--- config.mk ---
export PLATFORM = sky130hd
export DESIGN_NAME = irq_aggr_top
export DESIGN_NICKNAME = d
export VERILOG_FILES = /design/src/rtl/irq_aggr_pkg.sv /design/src/rtl/irq_aggr_status.sv /design/src/rtl/irq_aggr_mask.sv /design/src/rtl/irq_aggr_host.sv /design/src/rtl/irq_aggr_top.sv
export SDC_FILE = /design/constraint.sdc
export NUM_CORES = 1
export LEC_CHECK = 0
export ABC_AREA = 0
export BUFFER_PORTS_ARGS = -buffer_cell sky130_fd_sc_hd__clkbuf_2
export CAP_MARGIN = 20
export CORE_MARGIN = 2
export CORE_UTILIZATION = 40
export CTS_CLUSTER_SIZE = 14
export DETAILED_ROUTE_END_ITERATION = 6
export PLACE_DENSITY = 0.69
export SETUP_SLACK_MARGIN = 0.4
export SLEW_MARGIN = 20
export SYNTH_ARGS = -nofsm -noshare
export SYNTH_HDL_FRONTEND = slang
export SYNTH_SLANG_ARGS = --single-unit
--- constraint.sdc ---
create_clock -name clk -period 1.35 [get_ports clk]
set_clock_uncertainty 0.2 [all_clocks]
set_input_delay 0.405 -clock clk [delete_from_list [all_inputs] [get_ports clk]]
set_output_delay 0.405 -clock clk [all_outputs]
set_load 0.01 [all_outputs]
--- src/rtl/irq_aggr_pkg.sv ---
package irq_aggr_pkg;

    localparam int NUM_BANKS = 4;
    localparam int NUM_SRCS  = 6;
    localparam int REG_W     = 16;
    localparam int STAT_W    = NUM_BANKS + NUM_SRCS;

    typedef enum logic {
        SEL_STATUS = 1'b0,
        SEL_MASK   = 1'b1
    } reg_sel_e;

    // Bank summaries occupy the low bits, sources sit above them.
    typedef struct packed {
        logic [NUM_SRCS-1:0]  src;
        logic [NUM_BANKS-1:0] bank;
    } status_t;

    // Source enables line up with their status bits; bit 0 is the global enable.
    typedef struct packed {
        logic [NUM_SRCS-1:0]  src_en;
        logic [NUM_BANKS-2:0] rsvd;
        logic                 global_en;
    } mask_t;

    function automatic logic [REG_W-1:0] status_to_reg(status_t s);
        return REG_W'(s);
    endfunction

    function automatic logic [REG_W-1:0] mask_to_reg(mask_t m);
        return REG_W'(m);
    endfunction

    function automatic mask_t reg_to_mask(logic [REG_W-1:0] d);
        mask_t m;
        m.global_en = d[0];
        m.rsvd      = '0;
        m.src_en    = d[NUM_BANKS +: NUM_SRCS];
        return m;
    endfunction

endpackage

--- src/rtl/irq_aggr_status.sv ---
module irq_aggr_status
    import irq_aggr_pkg::*;
(
    input  logic                 clk,
    input  logic                 rst,
    input  logic [NUM_BANKS-1:0] bank_in,
    input  logic [NUM_SRCS-1:0]  src_in,
    input  logic [NUM_SRCS-1:0]  clr_in,
    output status_t              stat_q
);

    logic [NUM_BANKS-1:0] bank_q;
    logic [NUM_SRCS-1:0]  src_q;
    logic [NUM_SRCS-1:0]  src_prev;
    logic [NUM_SRCS-1:0]  src_next;

    always_ff @(posedge clk) begin
        if (rst) begin
            bank_q   <= '0;
            src_q    <= '0;
            src_prev <= '0;
        end else begin
            bank_q   <= bank_in;
            src_q    <= src_next;
            src_prev <= src_in;
        end
    end

    for (genvar j = 0; j < NUM_SRCS; j++) begin : g_src
        logic rise;
        assign rise = src_in[j] & ~src_prev[j];

        // A rise wins over a clear in the same cycle; a low source always clears.
        always_comb src_next[j] = src_in[j] & ((src_q[j] & ~clr_in[j]) | rise);

        assert_set_on_rise_R3: assert property (@(posedge clk) disable iff (rst)
            $rose(src_in[j]) |=> src_q[j]);

        assert_clear_on_low_R4: assert property (@(posedge clk) disable iff (rst)
            !$past(src_in[j]) |-> !src_q[j]);

        assert_w1c_holds_R5: assert property (@(posedge clk) disable iff (rst)
            (clr_in[j] && $past(src_in[j])) |=> !src_q[j]);
    end

    assign stat_q.bank = bank_q;
    assign stat_q.src  = src_q;

endmodule

--- src/rtl/irq_aggr_mask.sv ---
module irq_aggr_mask
    import irq_aggr_pkg::*;
(
    input  logic             clk,
    input  logic             rst,
    input  logic             wr_en,
    input  logic [REG_W-1:0] wdata,
    output mask_t            mask_q
);

    always_ff @(posedge clk) begin
        if (rst) begin
            mask_q <= '0;
        end else if (wr_en) begin
            mask_q <= reg_to_mask(wdata);
        end
    end

endmodule

--- src/rtl/irq_aggr_host.sv ---
module irq_aggr_host
    import irq_aggr_pkg::*;
(
    input  logic    clk,
    input  logic    rst,
    input  status_t stat,
    input  mask_t   mask,
    input  logic    ack,
    output logic    host_irq
);

    logic bank_any;
    logic src_any;
    logic pending;
    logic line_q;

    assign bank_any = |stat.bank;
    assign src_any  = |(stat.src & mask.src_en);
    assign pending  = mask.global_en & (bank_any | src_any);

    // An acknowledge forces a low cycle so a still-pending request rises anew.
    always_ff @(posedge clk) begin
        if (rst) begin
            line_q <= 1'b0;
        end else begin
            line_q <= pending & ~ack;
        end
    end

    assign host_irq = line_q;

    assert_global_gate_R7: assert property (@(posedge clk) disable iff (rst)
        !mask.global_en |=> !host_irq);

    assert_ack_drops_R10: assert property (@(posedge clk) disable iff (rst)
        ack |=> !host_irq);

endmodule

--- src/rtl/irq_aggr_top.sv ---
module irq_aggr_top
    import irq_aggr_pkg::*;
(
    input  logic                 clk,
    input  logic                 rst,
    input  logic [NUM_BANKS-1:0] bank_irq_in,
    input  logic [NUM_SRCS-1:0]  src_irq_in,
    input  logic                 reg_wr,
    input  logic                 reg_sel,
    input  logic [REG_W-1:0]     reg_wdata,
    output logic [REG_W-1:0]     reg_rdata,
    output logic                 host_irq
);

    reg_sel_e            sel;
    logic                wr_status;
    logic                wr_mask;
    logic [NUM_SRCS-1:0] clr_vec;
    status_t             stat;
    mask_t               mask;

    assign sel       = reg_sel_e'(reg_sel);
    assign wr_status = reg_wr && (sel == SEL_STATUS);
    assign wr_mask   = reg_wr && (sel == SEL_MASK);
    assign clr_vec   = wr_status ? reg_wdata[NUM_BANKS +: NUM_SRCS] : '0;

    irq_aggr_status u_status (
        .clk     (clk),
        .rst     (rst),
        .bank_in (bank_irq_in),
        .src_in  (src_irq_in),
        .clr_in  (clr_vec),
        .stat_q  (stat)
    );

    irq_aggr_mask u_mask (
        .clk    (clk),
        .rst    (rst),
        .wr_en  (wr_mask),
        .wdata  (reg_wdata),
        .mask_q (mask)
    );

    irq_aggr_host u_host (
        .clk      (clk),
        .rst      (rst),
        .stat     (stat),
        .mask     (mask),
        .ack      (wr_status),
        .host_irq (host_irq)
    );

    always_comb begin
        case (sel)
            SEL_STATUS: reg_rdata = status_to_reg(stat);
            default:    reg_rdata = mask_to_reg(mask);
        endcase
    end

endmodule

### Word-level counts from Yosys, hierarchy flattened

Index checks and enable logic that the tools add are counted.

* register bits after elaboration: 24
* input bits: 30
* output and inout port bits: 17
* logic and storage cells: 54

* muxes and demuxes: 2
* bitwise operators: 42
* reduce and logical (&&, ||, !) cells: 4

Operator list (count)
* $and A1 B1 Y1: 20
* $not A1 Y1: 14
* $mux W10: 1
* $or A1 B1 Y1: 7
* $and A6 B6 Y6: 1
* $mux W6: 1
* $reduce_or A6 Y1: 1
* $reduce_or A4 Y1: 1
* $logic_and A1 B1 Y1: 2

### Longest topological paths before layout

Gate-level depths: netlist (run 1).

* depth after elaboration: 7
* gate-level depth with buffers: 4
* mapped depth without buffers: 3

### By module

From an unflattened synthesis (run 1), not the netlist that was laid out.

* cells, all modules: 99
* area, all modules: 1082.3 µm²

By module, submodules not included
* irq_aggr_status: times used 1, cells an instance 38, area an instance 480.5 µm², sequential area each 320.3 µm²
* irq_aggr_mask: times used 1, cells an instance 26, area an instance 274.0 µm², sequential area each 140.1 µm²
* irq_aggr_top: times used 1, cells an instance 27, area an instance 256.5 µm², sequential area each 0.0 µm²
* irq_aggr_host: times used 1, cells an instance 8, area an instance 71.3 µm², sequential area each 20.0 µm²

### Worst setup path after synthesis (run 1)

OpenSTA, ideal clock, no wires.

* kind: input to output
* start point: input reg_sel
* end point: output reg_rdata[0]
* arrival time: 905 ps
* required time: 745 ps
* path slack: -160 ps
* stages: 2
* path buffers: 1
* path through: buf_4 > mux2_2

* cells in the longest elaborated chain, start to end: 1

RTL lines
* from (decl): RTL line irq_aggr_top.sv:9 `input logic reg_sel,`
* $mux W10: RTL line irq_aggr_top.sv:54 `case (sel)`
* to (decl): RTL line irq_aggr_top.sv:11 `output logic [REG_W-1:0] reg_rdata,`

No other way between the ends.

### Worst setup path in the final report (run 1)

* start point: register u_mask.mask_q[5] (netlist bit)
* end point: output reg_rdata[5]

* cells in the longest elaborated chain, start to end: 1

RTL lines
* from (decl): RTL line irq_aggr_mask.sv:8 `output mask_t mask_q`
* from (signal assigned): RTL line irq_aggr_mask.sv:15 `mask_q <= reg_to_mask(wdata);`
* $mux W10: RTL line irq_aggr_top.sv:54

No other way between the ends.

==> results of run 1 <==
[synth_stat cells]
master	number	area share [%]
a21boi_1	6	4.6
dfxtp_1	24	49
nand3_1	7	3.6
nor2b_1	13	8.3
inv_1	6	2.3
nor4_2	1	1.3
a22oi_1	3	2.3
conb_1	1	0.38
a21oi_1	7	3.6
nand4_1	1	0.64
buf_2	1	0.51
nand2_1	8	3.1
buf_4	9	6.9
nand2b_4	1	1.4
o21ai_0	6	3.1
and4b_1	1	1.0
mux2_2	7	8.0
[metrics by stage]
stage / util [%] / std cells / total power [mW] / setup WS, ns
5_1_grt: 71.0 / 182 / 1.44 / -0.336
6_report: 71.0 / 182 / 1.38 / -0.294
2_1_floorplan: - / 107 / 0.914 / -0.0859
3_5_place_dp: 53.7 / 162 / 0.972 / -0.415
3_3_place_gp: 53.7 / 162 / 0.967 / -0.399
4_1_cts: 59.8 / 173 / 1.30 / -0.302
[critical path: stages, from the launching register on]
cell,delay [ns]
dfxtp_2,0.35
mux2_4,0.26
buf_6,0.12
[power by group through the flow]
stage	Clock, mW	Sequential, mW	Combinational (mW)
3_5_place_dp	0	0.782	0.190
2_1_floorplan	0	0.777	0.137
5_1_grt	0.341	0.772	0.332
4_1_cts	0.313	0.766	0.224
3_3_place_gp	0	0.779	0.187
6_report	0.300	0.768	0.310
[final cells by class]
class,count,area (um^2),share of cell area (%)
inverters,6,22.5,1.41
clock buffers,3,22.5,1.41
multi-input cells,67,573,35.8
repair buffers,54,445,27.8
flip-flops and latches,24,502,31.4
well taps,28,35.0,2.19
[how the worst max path moves through the flow]
stage | from | endpoint | slack [ns] | cells after the start
2_1_floorplan | reg_sel | reg_rdata[0] | -0.09 | 2
3_3_place_gp | reg_sel | reg_rdata[5] | -0.40 | 3
3_5_place_dp | reg_sel | reg_rdata[5] | -0.42 | 3
4_1_cts | u_status.src_q[1] | reg_rdata[5] | -0.30 | 2
5_1_grt | u_status.bank_q[0] | reg_rdata[0] | -0.34 | 2
6_report | u_mask.mask_q[5] | reg_rdata[5] | -0.29 | 2
[per-layer routing]
metal,up-vias,track usage (%),wire [um]
met5,-,0,0
li1,436,-,-
met1,415,17.8,980
met2,31,29.8,1490
met4,0,5.56,18
met3,2,5.37,125
[logic make-up (layout without fill, tap and decap cells)]
kind of cell	Yosys count	count (layout)	synth area share, %
buffers and inverters	16	63	9.71
AOI/OAI and AO/OA	22	22	13.5
DFF	24	24	49.0
other	1	6	0.383
and+or+nand+nor	32	32	19.3
muxes	7	7	8.05
[registers in the layout (all words and copies together), names as in the netlist]
| name | cells |
|---|---|
| u_status.bank_q | 4 |
| u_status.src_prev | 6 |
| u_host.host_irq | 1 |
| u_mask.mask_q | 7 |
| u_status.src_q | 6 |
[cells in the final DEF, fill, tap and decap left out, types with 2 or more instances in the layout]
master,Yosys,routed
a21boi_1,6,6
a22oi_1,3,2
conb_1,1,6
buf_6,0,14
a21oi_2,0,5
inv_1,6,6
mux2_4,0,7
clkbuf_2,0,20
nand2_1,8,3
o21ai_2,0,6
dfxtp_2,0,17
dfxtp_1,24,7
nor2b_1,13,10
nand2_2,0,4
nand3_1,7,3
a21oi_1,7,2
buf_4,9,17
clkbuf_4,0,3
nand3_2,0,4
nor2b_4,0,3
[repair_timing]
| item | in CTS | in global routing |
|---|---|---|
| setup endpoints to repair | 25 | 25 |
| pin swaps | 0 | 6 |
| gates cloned | 0 | 1 |
| buffers inserted | 8 | 8 |
| gates resized for setup | 23 | 49 |
| endpoints found under the hold margin | 0 | 0 |
==> summary.md, run 1 <==
| Metric | Value |
|---|---|
| Outcome | finished, violations left |
| Failing checks | setup timing |
| Synth warn | 0 |
| Clk Latency, worst-skew pair | 0.31 ns |
| Die height | 53.5 um |
| R2r endpoint | u_host.host_irq |
| Switch Pwr | 0.350 mW |
| Worst Hold Class | input port to flop |
| Share of layout cells above drive strength 1 | 69.5% |
| GRT Resource Usage Total | 16.5% |
| Seq/Total Area, Yosys | 49.0% |
| Library cells used by synthesis | 17 |
| Root Driver | clkbuf_4 |
| DRC Markers | 0 |
| Syn Area/Cell | 9.60 um^2 |
| Wirelength per Cell | 14.4 um |
| Crit end category | output pin |
| Cells after synthesis | 102 |
| Final Hold Viols | 0 |
| Critical path class | flop to output pin |
| DR iter-0 viols | 12 |
| CP max FO | 3 |
| Final #Nets | 186 |
| Vias in the first global route | 813 |
| CP startpoint kind | flop |
| FF+latch count, synth | 24 |
| WHS | 0.0983 ns |
| Achievable Freq | 608 MHz |
| Core area | 2250 um^2 |
| H-Tree Depth | 1 |
| Largest net degree at the start of global routing | 13 |
| Routed via count | 884 |
| Fin Setup TNS | -2.53 ns |
| Grt ovf | 0 |
| Worst EP arrival | 1.04 ns |
| Netlist Area Pre-Place | 980 um^2 |
| RSZ-0062 raised after global routing | yes |
| Reg clk slew, reported paths | 0.12 ns |
| Static leakage | 0.729 nW |
| Sequential share of power | 55.7% |
| Max cap viols | 0 |
| Die ar. | 2860 um^2 |
| Fillers | 167 |
| Hold Path Sink | u_status.bank_q[2] |
| Clock power frac | 21.8% |
| Final setup viols | 11 |
| Placer congestion estimate | 0.755 |
| Sink Count | 24 |
| Initial antenna violation count | 0 |
| Worst R2R Path Depth | 4 |
| Chip width | 53.5 um |
| Io pins | 47 |
| Minimum clock period | 1.64 ns |
| Setup ws final | -0.294 ns |
| Setup slack, reg-to-reg | 0.02 ns |
| Required time worst endpoint | 0.75 ns |
| Worst R2R Start | u_status.bank_q[2] |
| Peak supply drop | 0.795 mV |
| Sw Share | 25.4% |
| Global-route wire length before repair | 3360 um |
| Logic pwr share | 22.5% |
| Routed WL | 2610 um |
| Fin. max-slew vios | 0 |
| Post-CTS Hold Fix Bufs | 0 |
| TritonCTS buffer count | 3 |
| DP Wirelength | 1470 um |
| IO Port Bufs | 31 |
| Clock Tree Buf Depth | 2 |
| Antenna fix cells | 0 |
| Pwr dens | 861 nW/um^2 |
| Pre-Repair DR Iteration Count | 4 |
| Final Cell Area | 1600 um^2 |
| Hold depth | 2 |
| Internal Power | 1.03 mW |
| Area grow syn2layout | 63.3% |
| Antenna Nets Post-Route | 0 |
| Initial core utilization | 43.5% |
| Final period util | 122% |
| FP Rows | 17 |
| Worst hold start | bank_irq_in[2] |
| Placed Area | 1210 um^2 |
| CTS tree | yes |
| Vias per cell | 4.86 |
No activity file was read; power rests on OpenSTA's default activity.
==> run 2, diff against run 1 <==
Settings changed: SETUP_SLACK_MARGIN 0.4 to default.
==> summary.md, run 2 (synthesized netlist as in run 1, its figures left out) <==
| Metric | Value |
|---|---|
| Largest register FFs | 7 (unchanged) |
| Critical path class | flop to output pin |
| Logic pwr share | 19.2% (-3.3 points) |
| Placer congestion estimate | 0.728 (-3.6%) |
| CP max FO | 3 (unchanged) |
| DP Wirelength | 1500 um (+2.3%) |
| TritonCTS buffer count | 3 (unchanged) |
| Clk Latency, worst-skew pair | 0.31 ns (about the same) |
| Peak supply drop | 0.836 mV (+5.1%) |
| Area grow syn2layout | 47.9% |
| Io pins | 47 (unchanged) |
| Pre-Repair DR Iteration Count | 4 (unchanged) |
| Largest net degree at the start of global routing | 14 (+1) |
| Dpl ws | -0.411 ns (+0.00415 ns) |
| Final setup viols | 12 (+1) |
| Die ar. | 2860 um^2 (unchanged) |
| Biggest register | u_mask.mask_q |
| Worst Hold Class | input port to flop |
| Most common cell after layout, fill and taps aside | clkbuf_2 |
| Sw Share | 24.0% (-1.4 points) |
| Achievable Freq | 608 MHz (about the same) |
| Clock Tree Buf Depth | 2 (unchanged) |
| Outcome | finished, violations left |
| Failing checks | setup timing |
| Area of the multi-input gates | 480 um^2 (-16%) |
| CTS tree | yes |
| Final #Nets | 182 (-2.2%) |
| Final Cell Area | 1450 um^2 (-9.5%) |
| DR iter-0 viols | 6 (-6) |
| Worst EP arrival | 1.04 ns (about the same) |
| IO Port Bufs | 31 (unchanged) |
| Grt ovf | 0 (unchanged) |
| Required time worst endpoint | 0.75 ns (about the same) |
| Internal Power | 1.00 mW (-2.5%) |
| CP startpoint kind | flop |
| Crit end category | output pin |
| Routed via count | 844 (-4.5%) |
| Max cap viols | 0 (unchanged) |
| FP Rows | 17 (unchanged) |
| Storage cell area | 500 um^2 (-0.25%) |
| Antenna fix cells | 0 (unchanged) |
| Regs by FF count | u_mask.mask_q: 7 flops, u_status.src_prev: 6 flops, u_status.src_q: 6 flops |
| Most frequent cells in the layout | clkbuf_2 (21), buf_4 (17), dfxtp_2 (16) |
| Routed WL | 2160 um (-17%) |
| Final core occ | 64.3% (-6.7 points) |
| DRC Markers | 0 (unchanged) |
| Root Driver | clkbuf_4 |
| Initial antenna violation count | 0 (unchanged) |
| Core area | 2250 um^2 (unchanged) |
| Static leakage | 0.687 nW (-5.8%) |
| Antenna Nets Post-Route | 0 (unchanged) |
| Global-route wire length before repair | 3500 um (+4.1%) |
| Initial core utilization | 43.5% (unchanged) |
| RSZ-0062 raised after global routing | yes |
| H-Tree Depth | 1 (unchanged) |
| Setup ws final | -0.294 ns (-0.000351 ns) |
| Sequential share of power | 58.1% (+2.4 points) |
| Sink Count | 24 (unchanged) |
| Tot Pwr | 1.32 mW (-4.2%) |
| Fin. max-slew vios | 0 (unchanged) |
| GRT Resource Usage Total | 17.6% (+1.1 points) |
| Pwr dens | 910 nW/um^2 (+5.8%) |
| Share of layout cells above drive strength 1 | 54.0% (-15 points) |
| Chip width | 53.5 um (unchanged) |
| Wirelength per Cell | 12.1 um (-16%) |
| Reg clk slew, reported paths | 0.12 ns (about the same) |
| Vias per cell | 4.74 (-2.4%) |
| Vias in the first global route | 802 (-1.4%) |
| Final Hold Viols | 0 (unchanged) |
| Final period util | 122% (about the same) |
| Switch Pwr | 0.317 mW (-9.4%) |
| Clock power frac | 22.6% (+0.8 points) |
| Minimum clock period | 1.64 ns (+0.000351 ns) |
| Fillers | 200 (+20%) |
| Die height | 53.5 um (unchanged) |
| Placed Area | 1220 um^2 (+1.2%) |
## run 2: cell types whose count changed in the layout (fill, tap and decap cells not counted), sizes merged
cell	before	now
buf	33	27
clkbuf	24	26
## run 2: critical path, cell delays in order, from the launching register on
cell and delay (ns):
dfxtp_2 0.35, mux2_4 0.26, buf_6 0.12
## run 2: per-stage QoR
step           setup TNS, ns  instances  hold WS (ns)
2_1_floorplan         -0.847        107         0.184
3_3_place_gp           -6.59        164         0.187
3_5_place_dp           -6.91        164         0.193
4_1_cts                -2.60        176        0.0910
5_1_grt                -3.09        178        0.0822
6_report               -2.48        178         0.101
## run 2: power groups by stage
stage | clock network (mW) | logic, mW | registers [mW]
finish | 0.298 | 0.254 | 0.767
global route | 0.349 | 0.278 | 0.771
CTS | 0.314 | 0.232 | 0.765
detailed placement | 0 | 0.195 | 0.781
global placement | 0 | 0.190 | 0.779
floorplan | 0 | 0.136 | 0.776
## run 2: layer usage
layer	part of all wire [%]	vias to the layer above	track usage, %
li1	-	429	-
met1	42	383	21.1
met2	51	27	29.4
met3	4.9	5	3.39
met4	1.9	0	8.97
met5	0	-	0
## run 2: area by class of cell
| class | instances | area share [%] |
|---|---|---|
| clock buffers | 3 | 1.55 |
| inverters | 6 | 1.55 |
| multi-input cells | 67 | 33.2 |
| flip-flops and latches | 24 | 34.5 |
| well taps | 28 | 2.42 |
| repair buffers | 50 | 26.8 |
## run 2: worst paths after layout
kind | start | to | slack, ns | cells past startpoint
hold reg to reg | u_status.src_prev[5] | u_status.src_q[5] | 0.20 | 1
setup reg to reg | u_status.src_q[4] | u_host.host_irq | -0.03 | 5
hold / removal | bank_irq_in[2] | u_status.bank_q[2] | 0.10 | 2
setup / recovery | u_mask.mask_q[5] | reg_rdata[5] | -0.29 | 2
## run 2: what timing repair did
item / 4_1_cts / 5_1_grt
pin swaps: 0 / 1
setup buffers: 8 / 2
gates cloned: 1 / 0
resized for setup: 17 / 23
endpoints found under the setup margin: 11 / 12
hold buffers: 0 / 0
hold endpoints to repair: 0 / 0
